**src/rtl/gpio_port_pkg.sv**
```systemverilog
package gpio_port_pkg;
    localparam int NATTR = 8;

    typedef enum logic [2:0] {
        A_OWN  = 3'd0,
        A_SELB = 3'd1,
        A_OE   = 3'd2,
        A_OD   = 3'd3,
        A_PU   = 3'd4,
        A_FILT = 3'd5,
        A_DATA = 3'd6,
        A_IEN  = 3'd7
    } attr_e;

    typedef enum logic [1:0] {
        F_SET  = 2'd0,
        F_CLR  = 2'd1,
        F_STAT = 2'd2,
        F_NONE = 2'd3
    } func_e;

    localparam logic [7:0] ADDR_LEVEL = 8'h80;
    localparam logic [7:0] ADDR_CHG   = 8'h84;
endpackage

```
**src/rtl/gpio_setclr_reg.sv**
```systemverilog
module gpio_setclr_reg #(
    parameter int W = 32,
    parameter logic [W-1:0] RST = '0
) (
    input  logic         clk,
    input  logic         rst_n,
    input  logic [W-1:0] set_i,
    input  logic [W-1:0] clr_i,
    output logic [W-1:0] q_o
);
    logic [W-1:0] mask_d, mask_q;

    always_comb begin
        mask_d = (mask_q | set_i) & ~clr_i;
    end

    always_ff @(posedge clk or negedge rst_n) begin
        if (!rst_n) mask_q <= RST;
        else        mask_q <= mask_d;
    end

    assign q_o = mask_q;
endmodule

```
**src/rtl/gpio_in_path.sv**
```systemverilog
module gpio_in_path #(
    parameter int W = 32
) (
    input  logic         clk,
    input  logic         rst_n,
    input  logic [W-1:0] pad_i,
    input  logic [W-1:0] filt_en_i,
    output logic [W-1:0] level_o,
    output logic [W-1:0] chg_o
);
    typedef struct packed {
        logic [W-1:0] s1;
        logic [W-1:0] s2;
        logic [W-1:0] s3;
        logic [W-1:0] filt;
        logic [W-1:0] prev;
    } in_t;

    in_t in_d, in_q;
    logic [W-1:0] stable;
    logic [W-1:0] level;

    always_comb begin
        stable     = ~(in_q.s2 ^ in_q.s3);
        level      = (filt_en_i & in_q.filt) | (~filt_en_i & in_q.s2);
        in_d.s1    = pad_i;
        in_d.s2    = in_q.s1;
        in_d.s3    = in_q.s2;
        in_d.filt  = (in_q.filt & ~stable) | (in_q.s2 & stable);
        in_d.prev  = level;
    end

    always_ff @(posedge clk or negedge rst_n) begin
        if (!rst_n) in_q <= '0;
        else        in_q <= in_d;
    end

    assign level_o = level;
    assign chg_o   = level ^ in_q.prev;
endmodule

```
**src/rtl/gpio_pad_mux.sv**
```systemverilog
module gpio_pad_mux #(
    parameter int W = 32
) (
    input  logic [W-1:0] own_i,
    input  logic [W-1:0] selb_i,
    input  logic [W-1:0] oe_i,
    input  logic [W-1:0] od_i,
    input  logic [W-1:0] data_i,
    input  logic [W-1:0] pa_out_i,
    input  logic [W-1:0] pa_oe_i,
    input  logic [W-1:0] pb_out_i,
    input  logic [W-1:0] pb_oe_i,
    output logic [W-1:0] pad_out_o,
    output logic [W-1:0] pad_oe_o
);
    for (genvar p = 0; p < W; p++) begin : g_pin
        logic val, en;
        always_comb begin
            if (own_i[p]) begin
                val = data_i[p];
                en  = oe_i[p];
            end else if (selb_i[p]) begin
                val = pb_out_i[p];
                en  = pb_oe_i[p];
            end else begin
                val = pa_out_i[p];
                en  = pa_oe_i[p];
            end
            if (od_i[p]) begin
                pad_out_o[p] = 1'b0;
                pad_oe_o[p]  = en & ~val;
            end else begin
                pad_out_o[p] = val;
                pad_oe_o[p]  = en;
            end
        end
    end
endmodule

```
**src/rtl/gpio_port.sv**
```systemverilog
module gpio_port
    import gpio_port_pkg::*;
#(
    parameter int NPINS = 32
) (
    input  logic             clk,
    input  logic             rst_n,
    input  logic [7:0]       bus_addr,
    input  logic             bus_wr,
    input  logic [NPINS-1:0] bus_wdata,
    input  logic             bus_rd,
    output logic [NPINS-1:0] bus_rdata,
    input  logic [NPINS-1:0] pad_in,
    output logic [NPINS-1:0] pad_out,
    output logic [NPINS-1:0] pad_oe,
    output logic [NPINS-1:0] pad_pu,
    input  logic [NPINS-1:0] pa_out,
    input  logic [NPINS-1:0] pa_oe,
    input  logic [NPINS-1:0] pb_out,
    input  logic [NPINS-1:0] pb_oe,
    output logic [NPINS-1:0] periph_in,
    output logic             irq
);
    typedef struct packed {
        logic [NPINS-1:0] rdata;
        logic [NPINS-1:0] isr;
    } regs_t;

    regs_t s_d, s_q;
    logic [NATTR-1:0][NPINS-1:0] attr_q;
    logic [NPINS-1:0] level, chg, rd_val;
    logic       is_attr, rd_chg;
    logic [2:0] attr_idx;
    logic [1:0] func;

    assign is_attr  = !bus_addr[7] && (bus_addr[1:0] == 2'b00);
    assign attr_idx = bus_addr[6:4];
    assign func     = bus_addr[3:2];

    for (genvar k = 0; k < NATTR; k++) begin : g_attr
        localparam logic [NPINS-1:0] RV =
            (k == int'(A_OWN) || k == int'(A_PU)) ? '1 : '0;
        logic hit;
        logic [NPINS-1:0] set_v, clr_v;
        assign hit   = bus_wr && is_attr && (attr_idx == 3'(k));
        assign set_v = (hit && func == F_SET) ? bus_wdata : '0;
        assign clr_v = (hit && func == F_CLR) ? bus_wdata : '0;
        gpio_setclr_reg #(.W(NPINS), .RST(RV)) u_reg (
            .clk   (clk),
            .rst_n (rst_n),
            .set_i (set_v),
            .clr_i (clr_v),
            .q_o   (attr_q[k])
        );
    end

    gpio_in_path #(.W(NPINS)) u_in (
        .clk       (clk),
        .rst_n     (rst_n),
        .pad_i     (pad_in),
        .filt_en_i (attr_q[A_FILT]),
        .level_o   (level),
        .chg_o     (chg)
    );

    gpio_pad_mux #(.W(NPINS)) u_mux (
        .own_i     (attr_q[A_OWN]),
        .selb_i    (attr_q[A_SELB]),
        .oe_i      (attr_q[A_OE]),
        .od_i      (attr_q[A_OD]),
        .data_i    (attr_q[A_DATA]),
        .pa_out_i  (pa_out),
        .pa_oe_i   (pa_oe),
        .pb_out_i  (pb_out),
        .pb_oe_i   (pb_oe),
        .pad_out_o (pad_out),
        .pad_oe_o  (pad_oe)
    );

    always_comb begin
        if (is_attr && func == F_STAT) rd_val = attr_q[attr_idx];
        else if (bus_addr == ADDR_LEVEL) rd_val = level;
        else if (bus_addr == ADDR_CHG)   rd_val = s_q.isr;
        else                             rd_val = '0;
        rd_chg    = bus_rd && (bus_addr == ADDR_CHG);
        s_d.rdata = bus_rd ? rd_val : s_q.rdata;
        s_d.isr   = (rd_chg ? '0 : s_q.isr) | chg;
    end

    always_ff @(posedge clk or negedge rst_n) begin
        if (!rst_n) s_q <= '0;
        else        s_q <= s_d;
    end

    assign bus_rdata = s_q.rdata;
    assign pad_pu    = attr_q[A_PU];
    assign periph_in = level;
    assign irq       = |(s_q.isr & attr_q[A_IEN]);
endmodule

```
**config.mk**
```make
export PLATFORM = sky130hd
export DESIGN_NAME = gpio_port
export DESIGN_NICKNAME = d
export VERILOG_FILES = /design/src/rtl/gpio_port_pkg.sv /design/src/rtl/gpio_setclr_reg.sv /design/src/rtl/gpio_in_path.sv /design/src/rtl/gpio_pad_mux.sv /design/src/rtl/gpio_port.sv
export SDC_FILE = /design/constraint.sdc
export NUM_CORES = 1
export LEC_CHECK = 0
export BUFFER_PORTS_ARGS = -buffer_cell sky130_fd_sc_hd__buf_2
export CAP_MARGIN = 10
export CORE_MARGIN = 2
export CORE_UTILIZATION = 60
export CTS_CLUSTER_SIZE = 10
export DETAILED_ROUTE_END_ITERATION = 8
export GPL_TIMING_DRIVEN = 1
export PLACE_DENSITY = 0.89
export SYNTH_ARGS = -nofsm -noshare
export SYNTH_HDL_FRONTEND = slang
export SYNTH_SLANG_ARGS = --single-unit
```
**constraint.sdc**
```tcl
create_clock -name clk -period 3.45 [get_ports clk]
set_input_delay 0 -clock clk [delete_from_list [all_inputs] [get_ports clk]]
set_output_delay 0 -clock clk [all_outputs]
set_load 0.1 [all_outputs]
```
==> impl_metrics.env <==
export IMPL_synth_top_family_by_area="compound AO/OA/AOI/OAI gates"
export IMPL_synth_fa_ha_area_share_pct=1.401
export IMPL_hold_violations=0
export IMPL_pin_count=365
export IMPL_gp_congestion=0.8215
export IMPL_syn_to_final_growth_pct=15.26
export IMPL_coreArea_sq_um=37580
export IMPL_clk_pin_slew_ns=0.06
export IMPL_cts_buffers=54
export IMPL_clock_sinks=480
export IMPL_crit_arrival_ns=2.42
export IMPL_grt_pass1_vias=18470
export IMPL_synth_xor_area_share_pct=1.226
export IMPL_die_width_um=199.2
export IMPL_synth_nets=2261
export IMPL_post_route_drc_count=0
export IMPL_synth_area_mux_share_pct=11.38
export IMPL_finalClockSkew_ns=0.009709
export IMPL_cts_root_buf="clkbuf_16"
export IMPL_setup_violations_final=0
export IMPL_synth_edf_count=0
export IMPL_h_tree_depth=2
export IMPL_overflow=0
export IMPL_fin_area_sq_um=26360
export IMPL_ys_ff_latch=480
export IMPL_setup_ws_ns=1.034
export IMPL_drt_iter0_markers=1912
export IMPL_drive_gt1_share_pct=25.99
export IMPL_finalCritPeriodShare_pct=70.02
export IMPL_synthSimpleGateAreaFrac_pct=3.321
export IMPL_grt_max_degree=120
export IMPL_hold_path_class="in2reg"
export IMPL_ys_types=34
export IMPL_fin_tns_setup_ns=0
export IMPL_synth_main_ff_cell="dfrtp_1"
export IMPL_seq_area_frac_synth_pct=52.88
export IMPL_clk_path_buf_depth=3
export IMPL_worstMarginPinSlew_ns=1.052
export IMPL_leakagePower_nw=11.48
export IMPL_grt_antenna_before_repair=0
export IMPL_status="complete, no violations"
export IMPL_p_per_area_nw_per_um2=513.7
export IMPL_maxSlewViolCount=0
export IMPL_async_flop_share_pct=100.0
export IMPL_cts_tree="yes"
export IMPL_detail_route_wl_per_cell_um=23.13
export IMPL_dieArea_sq_um=39690
export IMPL_worst_setup_path_start_kind="flip-flop"
export IMPL_initial_core_util_pct=60.85
export IMPL_cp_end_kind="output pin"
export IMPL_dpl_hpwl_um=40500
export IMPL_synthTopCellsByArea="dfrtp_1, a31oi_1, mux2i_1"
export IMPL_r2r_start="g_attr[5].u_reg.q_o[26]"
export IMPL_vias_per_cell=6.694
export IMPL_dr_pass1_iters=8
export IMPL_max_freq_mhz=413.9
export IMPL_synth_top_area_share_pct=45.52
export IMPL_placed_area_sq_um=24070
export IMPL_period_needed_ns=2.416
export IMPL_synth_area_sq_um=22870
export IMPL_yosys_warnings=0
export IMPL_clock_latency_ns=0.60
export IMPL_layout_common_cells="a31oi_1, dfrtp_1, buf_2"
export IMPL_timing_critical_path_to="irq"
export IMPL_startpoint="g_attr[7].u_reg.q_o[18]"
export IMPL_synth_cells=2057
export IMPL_worstPathRequired_ns=3.45
export IMPL_timing_rr_end="bus_rdata[26]"
export IMPL_peakVddDrop_mv=0.4271
export IMPL_rsz0062_at_grt="no"
export IMPL_nNetsFinal=2461
export IMPL_slew_headroom_pct=29.85
export IMPL_grt_use_total_pct=32.65
export IMPL_post_place_ws_ns=1.355
export IMPL_syn_area_per_cell_sq_um=11.12
export IMPL_rows=71
export IMPL_vias=18830
export IMPL_synth_compound_area_share_pct=21.83
export IMPL_cts_setup_buffers=0
export IMPL_r2r_slack_ns=2.11
export IMPL_die_height_um=199.2
export IMPL_crit_type="reg2out"
export IMPL_rr_worst_depth=3
export IMPL_io_buffer_count=364
export IMPL_wl_um=65060
export IMPL_final_common_cell="a31oi_1"
export IMPL_cp_max_fo=3
export IMPL_synth_top_area_cell="dfrtp_1"
export IMPL_ant_nets=0
export IMPL_grt_pass1_wl_um=101300
export IMPL_drv_cap=0
==> report_power, final <==
group / leakage (nW) / switching, W / internal [W] / total [W]
logic: 4.81 / 0.00146 / 0.000587 / 0.00204
registers: 5.90 / 0.000247 / 0.00593 / 0.00618
clock network: 0.764 / 0.00222 / 0.00310 / 0.00532
total: 11.5 / 0.00392 / 0.00961 / 0.0135
==> through the flow <==
step / total power [W] / utilization, % / hold slack, ns / instances
3_5_place_dp: 0.008216 / 64.06 / 0.1093 / 2645
6_report: 0.01354 / 70.14 / 0.04329 / 2813
2_1_floorplan: 0.007775 / - / -0.2956 / 2057
3_3_place_gp: 0.008133 / 64.06 / 0.1095 / 2645
4_1_cts: 0.01356 / 70.13 / 0.02017 / 2812
5_1_grt: 0.01398 / 70.13 / 0.03425 / 2812
==> per-layer routing <==
| metal | track usage, % | routed length [um] | vias up |
|---|---|---|---|
| li1 | - | - | 8124 |
| met1 | 42.03 | 24670 | 9287 |
| met2 | 54.28 | 31750 | 1188 |
| met3 | 5.992 | 5699 | 230 |
| met4 | 14.40 | 2945 | 0 |
| met5 | 0 | 0 | - |
==> flip-flops by register name, indices dropped and copies added (netlist names), named ones only <==
register and cells:
s_q 32, u_in.in_d 64, u_in.in_q 64, bus_rdata 32, g_attr.u_reg.q_o 256
==> final cells by class <==
type                       count  area [sq um]
sequential                   480         12090
fill                        2499         11220
multi-input combinational   1224          9012
timing repair buffer         465          2879
clock buffer                  99          1604
tap                          511         639.4
inverter                      32         120.1
clock inverter                 1         7.507
antenna                        1         2.502
==> logic make-up after synthesis <==
kind of cell,after synthesis
compound gates,752
buf+inv,353
fa+ha+maj,32
simple gates,152
mux,256
xor+xnor,32
flops,480
==> cells in the mapped netlist (all sizes together), types with 3 or more instances <==
library cell / count
a21o: 32
a21oi: 64
a22oi: 80
a31oi: 512
buf: 158
clkbuf: 163
dfrtp: 416
dfstp: 64
inv: 32
maj3: 32
mux2: 32
mux2i: 224
nand2: 34
nand3: 32
nand4: 4
nor2: 35
nor2b: 34
nor3: 4
o21ai: 32
o221ai: 32
or4: 3
xor2: 32
==> worst min path at each step <==
stage,start,cells after the start,end,slack (ns)
after CTS,pad_in[12],2,u_in.in_d[108],0.02
after global routing,pad_in[7],2,u_in.in_d[103],0.03
after global placement,pad_in[22],1,u_in.in_d[118],0.11
final,pad_in[7],2,u_in.in_d[103],0.04
after detailed placement,pad_in[13],1,u_in.in_d[109],0.11
after floorplan,rst_n,0,async pin,-0.30
==> repair_timing <==
action | 4_1_cts | 5_1_grt
hold endpoints to repair | 385 | 0
hold buffers | 67 | 0
gates resized for setup | 0 | 0
endpoints found under the setup margin | 0 | 0
==> worst max-delay path: stages (launching register included) <==
cell     delay [ns]
dfrtp_1        0.42
a22oi_1        0.32
nand4_1        0.14
or4_1          0.61
buf_2          0.33
Power figures use the tool's default switching activity.
